==> src/rtl/owt_pkg.sv <==
package owt_pkg;

    localparam int PROG_W = 12;
    localparam int LOW_W  = 4;
    localparam int CNT_W  = PROG_W + LOW_W;
    localparam int NSRC   = 2;

    typedef enum logic {
        SRC_INT = 1'b0,
        SRC_EXT = 1'b1
    } src_e;

    typedef struct packed {
        logic [PROG_W-1:0] period;
        src_e              src;
    } cfg_t;

    typedef struct packed {
        logic [CNT_W-1:0] term;
        src_e             src;
    } run_t;

    // Terminal count: programmed field on top, fixed zeros below.
    function automatic logic [CNT_W-1:0] term_of(input logic [PROG_W-1:0] p);
        return {p, {LOW_W{1'b0}}};
    endfunction

endpackage

==> src/rtl/owt_cfg_reg.sv <==
module owt_cfg_reg
    import owt_pkg::*;
#(
    parameter logic [PROG_W-1:0] RESET_PERIOD = 12'h800
) (
    input  logic              clk,
    input  logic              rst,
    input  logic              we,
    input  logic [PROG_W-1:0] wperiod,
    input  logic              wsrc,
    output cfg_t              cfg
);

    always_ff @(posedge clk) begin
        if (rst) begin
            cfg.period <= RESET_PERIOD;
            cfg.src    <= SRC_INT;
        end else if (we) begin
            cfg.period <= wperiod;
            cfg.src    <= src_e'(wsrc);
        end
    end

endmodule

==> src/rtl/owt_tick_sel.sv <==
module owt_tick_sel
    import owt_pkg::*;
(
    input  logic [NSRC-1:0] ticks,
    input  src_e            src,
    output logic            tick
);

    logic [NSRC-1:0] hit;

    for (genvar g = 0; g < NSRC; g++) begin : g_src
        assign hit[g] = ticks[g] && (int'(src) == g);
    end

    assign tick = |hit;

endmodule

==> src/rtl/owt_run_ctl.sv <==
module owt_run_ctl
    import owt_pkg::*;
(
    input  logic clk,
    input  logic rst,
    input  logic start_req,
    input  cfg_t cfg,
    input  logic tick,
    output src_e run_src,
    output logic busy,
    output logic done
);

    run_t             run_q;
    logic [CNT_W-1:0] cnt_q;
    logic [CNT_W-1:0] cnt_nxt;
    logic             accept;
    logic             finish;

    assign accept  = start_req && !busy;
    assign cnt_nxt = cnt_q + 1'b1;
    assign finish  = busy && tick && (cnt_nxt == run_q.term);
    assign run_src = run_q.src;

    always_ff @(posedge clk) begin
        if (rst) begin
            run_q <= '{term: '0, src: SRC_INT};
            cnt_q <= '0;
            busy  <= 1'b0;
            done  <= 1'b0;
        end else if (accept) begin
            run_q <= '{term: term_of(cfg.period), src: cfg.src};
            cnt_q <= '0;
            busy  <= 1'b1;
            done  <= 1'b0;
        end else if (busy && tick) begin
            cnt_q <= cnt_nxt;
            if (finish) begin
                busy <= 1'b0;
                done <= 1'b1;
            end
        end
    end

endmodule

==> src/rtl/osc_warmup_timer.sv <==
module osc_warmup_timer
    import owt_pkg::*;
#(
    parameter logic [PROG_W-1:0] RESET_PERIOD = 12'h800
) (
    input  logic              clk,
    input  logic              rst,
    input  logic              cfg_we,
    input  logic [PROG_W-1:0] cfg_period,
    input  logic              cfg_ext_sel,
    input  logic              sw_start,
    input  logic              hw_start,
    input  logic              tick_int,
    input  logic              tick_ext,
    output logic              busy,
    output logic              done,
    output logic [PROG_W-1:0] period_rd,
    output logic              ext_sel_rd
);

    cfg_t            cfg;
    src_e            run_src;
    logic            tick_sel;
    logic [NSRC-1:0] ticks;

    assign ticks[SRC_INT] = tick_int;
    assign ticks[SRC_EXT] = tick_ext;

    owt_cfg_reg #(.RESET_PERIOD(RESET_PERIOD)) u_cfg (
        .clk     (clk),
        .rst     (rst),
        .we      (cfg_we),
        .wperiod (cfg_period),
        .wsrc    (cfg_ext_sel),
        .cfg     (cfg)
    );

    owt_tick_sel u_sel (
        .ticks (ticks),
        .src   (run_src),
        .tick  (tick_sel)
    );

    owt_run_ctl u_run (
        .clk       (clk),
        .rst       (rst),
        .start_req (sw_start || hw_start),
        .cfg       (cfg),
        .tick      (tick_sel),
        .run_src   (run_src),
        .busy      (busy),
        .done      (done)
    );

    assign period_rd  = cfg.period;
    assign ext_sel_rd = cfg.src;

endmodule

==> config.mk <==
export PLATFORM = sky130hd
export DESIGN_NAME = osc_warmup_timer
export DESIGN_NICKNAME = d
export VERILOG_FILES = /design/src/rtl/owt_pkg.sv /design/src/rtl/owt_cfg_reg.sv /design/src/rtl/owt_tick_sel.sv /design/src/rtl/owt_run_ctl.sv /design/src/rtl/osc_warmup_timer.sv
export SDC_FILE = /design/constraint.sdc
export NUM_CORES = 1
export LEC_CHECK = 0
export CAP_MARGIN = 20
export CORE_AREA = 10 10 100 102
export DETAILED_ROUTE_END_ITERATION = 12
export DIE_AREA = 0 0 110 112
export DONT_BUFFER_PORTS = 1
export GPL_ROUTABILITY_DRIVEN = 1
export HOLD_SLACK_MARGIN = 0.03
export PLACE_DENSITY = 0.52
export SETUP_SLACK_MARGIN = 0.3
export SLEW_MARGIN = 20
export SYNTH_ARGS = -nofsm -noshare
export SYNTH_HDL_FRONTEND = slang
export SYNTH_SLANG_ARGS = --single-unit
==> constraint.sdc <==
create_clock -name clk -period 2.5 [get_ports clk]
set_clock_uncertainty 0.2 [all_clocks]
set_input_delay 0.125 -clock clk [delete_from_list [all_inputs] [get_ports clk]]
set_output_delay 0.125 -clock clk [all_outputs]
set_load 0.02 [all_outputs]
==> impl_metrics.json <==
{
  "dpl_cell_area_um2": 2250,
  "rsz0062_at_grt": "false",
  "wirelength_mm": 5.38,
  "wl_met2_mm": 2.56,
  "fmax_mhz": 475,
  "met1Wirelength_mm": 2.41,
  "status": "finished clean",
  "r2r_cells": 8,
  "place_ws_ns": 0.260,
  "r2r_end": "u_run.done",
  "antenna_found_initial": 0,
  "vias_per_cell": 4.70,
  "power_per_cell_area_nw_per_um2": 546,
  "row_count": 33,
  "htreeDepth": 2,
  "cp-end-kind": "register",
  "die-height_um": 112,
  "cpPeakStageDelay_ns": 0.36,
  "cts_sinks": 44,
  "rrSetupSlack_ns": 0.39,
  "vias": 1801,
  "grt_pass1_vias": 1805,
  "final_core_util": 0.343,
  "cts_tree": "built",
  "cts_root_buf": "clkbuf_8",
  "syn_avg_cell_area_um2": 8.75,
  "fin_nets": 298,
  "path_class": "reg -> reg",
  "cts_buffer_depth": 2,
  "crit_arrival_ns": 2.13,
  "required_ns": 2.53,
  "yosysWarnings": 0,
  "drc_errors": 0,
  "core_um2": 8050,
  "antenna_cells": 0,
  "ys_seq_elements": 44,
  "die_w_um": 110,
  "numCtsBuffers": 5,
  "netlist_instances": 248,
  "cp_cell_sequence": "ha_4 > and3_4 > and4_4 > a311o_1 > a221oi_2 > buf_4 > a41oi_1 > nor2_1",
  "synth_top_area_cell": "dfxtp_1",
  "gp_congestion": 0.845,
  "drive_above_1_share": 0.169,
  "ant_nets": 0,
  "clk_pin_slew_worst_paths_ns": 0.09,
  "area.growth.synth_to_final_pct": 27.3,
  "setup_violations": 0,
  "wl_met3_um": 306,
  "fin_crit_ns": 2.11,
  "slew_headroom": 0.349,
  "overflow": 0,
  "synth.distinct_cells": 42,
  "synth_top_area_share": 0.406,
  "dr.pass1.iters": 4,
  "total_power_w": 0.00151,
  "rr_startpoint": "u_run.cnt_q[0]",
  "cp-start-kind": "register",
  "synth_edf_count": 0,
  "io_pins": 35,
  "crit_slowest_cell": "dfxtp_4",
  "postLayoutCellArea_um2": 2760,
  "post-route-period-util": 0.843,
  "crit_path_max_fanout": 3,
  "finalHoldViolCount": 0,
  "power.static_leakage_nw": 1.00,
  "dp_hpwl_mm": 3.60,
  "endpoint": "u_run.done",
  "port_buffers": 0,
  "synth_area_leaders": "dfxtp_1 41%, mux2i_1 7.4%, nand2_1 6.4%",
  "worst_pin_slew_ns": 0.974,
  "die-area_um2": 12300,
  "start_util": 0.270,
  "highest_layer": "met4",
  "clk_latency_ns": 0.30,
  "grt_pass1_wl_mm": 9.11,
  "setup_ws_ns": 0.393,
  "wl_per_cell_um": 14.0,
  "timing.setup.tns_ns": 0,
  "peakVddDrop_uv": 307,
  "grt_start_max_net_pins": 28,
  "synth_area_um2": 2170,
  "synth-seq-area-share": 0.406,
  "drv_cap": 0,
  "synth_top_flop_cell": "dfxtp_1",
  "async_reset_ff_frac": 0,
  "worstSetupStartpoint": "u_run.cnt_q[0]",
  "hp-class": "in -> reg",
  "drt_iter0_markers": 119,
  "maxSlewViolCount": 0,
  "synth_nets": 269,
  "grt.total_usage": 0.0895
}
repair_timing:
action / CTS / global route
endpoints found under the setup margin: 1 / 3
endpoints found under the hold margin: 27 / 0
pin swaps: 5 / 4
hold buffers: 29 / 0
gates resized for setup: 2 / 18
setup buffers: 4 / 2
placed cells by master (no fill, tap or decap), drive strengths merged, types with 3 or more instances in the layout:
cell | Yosys | routed
nand2 | 37 | 37
buf | 10 | 10
dfxtp | 44 | 44
nand4 | 8 | 8
xnor2 | 13 | 13
and4 | 3 | 3
nor3 | 5 | 5
a21oi | 18 | 18
nor2 | 34 | 34
nor4 | 3 | 3
clkbuf | 7 | 6
nor3b | 3 | 3
xor2 | 13 | 13
o21ai | 4 | 4
mux2i | 16 | 16
dlygate4sd3 | 0 | 29
worst min path at each step:
stage	cells after the start	end	from	slack, ns
detailed placement	1	u_run.run_q[16]	rst	0.0003
global placement	1	u_run.run_q[5]	rst	0.001
floorplan	1	u_cfg.cfg[12]	cfg_period[11]	0.04
finish	4	u_run.run_q[12]	hw_start	0.04
CTS	4	u_run.run_q[12]	hw_start	0.04
global route	4	u_run.run_src	hw_start	0.09
critical path, delay by kind of cell, from the launching register on:
kind | cells | cell delay, ns
adders and majority gates | 1 | 0.16
DFF | 1 | 0.36
AOI/OAI and AO/OA | 3 | 0.66
buffers and inverters | 1 | 0.16
and+or+nand+nor | 3 | 0.49
metal layers:
layer	vias up	GRT usage
li1	909	-
met1	848	0.114
met2	37	0.136
met3	7	0.0306
met4	0	0.0295
met5	-	0
per-stage QoR:
| stage | hold slack, ns | std cells |
|---|---|---|
| 2_1_floorplan | 0.0429 | 248 |
| 3_3_place_gp | 0.00139 | 340 |
| 3_5_place_dp | 0.000333 | 340 |
| 4_1_cts | 0.0356 | 381 |
| 5_1_grt | 0.0916 | 383 |
| 6_report | 0.0436 | 383 |
area by class of cell:
| class | instances | area, um2 |
|---|---|---|
| Tap cell | 105 | 131 |
| Multi-Input combinational cell | 185 | 1230 |
| Clock buffer | 6 | 82.6 |
| Timing Repair Buffer | 39 | 365 |
| Fill cell | 852 | 5290 |
| Sequential cell | 44 | 905 |
| Inverter | 2 | 7.51 |
| Clock inverter | 2 | 38.8 |
sequential cells by signal (all words and copies together), names as in the netlist:
register,flops
u_run.run_q,12
u_run.busy,1
u_cfg.cfg,13
u_run.run_src,1
u_run.done,1
u_run.cnt_q,16
power breakdown:
part / switching [W] / internal, W
registers: 0.0000390 / 0.000723
clock network: 0.000258 / 0.000327
logic: 0.0000755 / 0.0000858
total: 0.000372 / 0.00114
cells by family (layout without fill, tap and decap cells):
| logic type | count (synthesis) | in the layout | share of synthesized area |
|---|---|---|---|
| xor gates and xnor gates | 26 | 26 | 0.105 |
| muxes | 16 | 16 | 0.0738 |
| and+or+nand+nor | 106 | 106 | 0.261 |
| buffers and inverters | 19 | 49 | 0.0427 |
| DFF | 44 | 44 | 0.406 |
| adders and majority gates | 1 | 1 | 0.00576 |
| AOI/OAI and AO/OA | 36 | 36 | 0.107 |
synthesized netlist by cell type, types with 3 or more instances:
cell type	n
dfxtp_1	44
nand2_1	37
nor2_1	34
a21oi_1	18
mux2i_1	16
xnor2_1	13
xor2_1	13
clkbuf_1	7
nand4_1	6
buf_2	5
nor3_1	5
o21ai_0	4
buf_1	3
nor3b_1	3
Power figures use the tool's default switching activity.
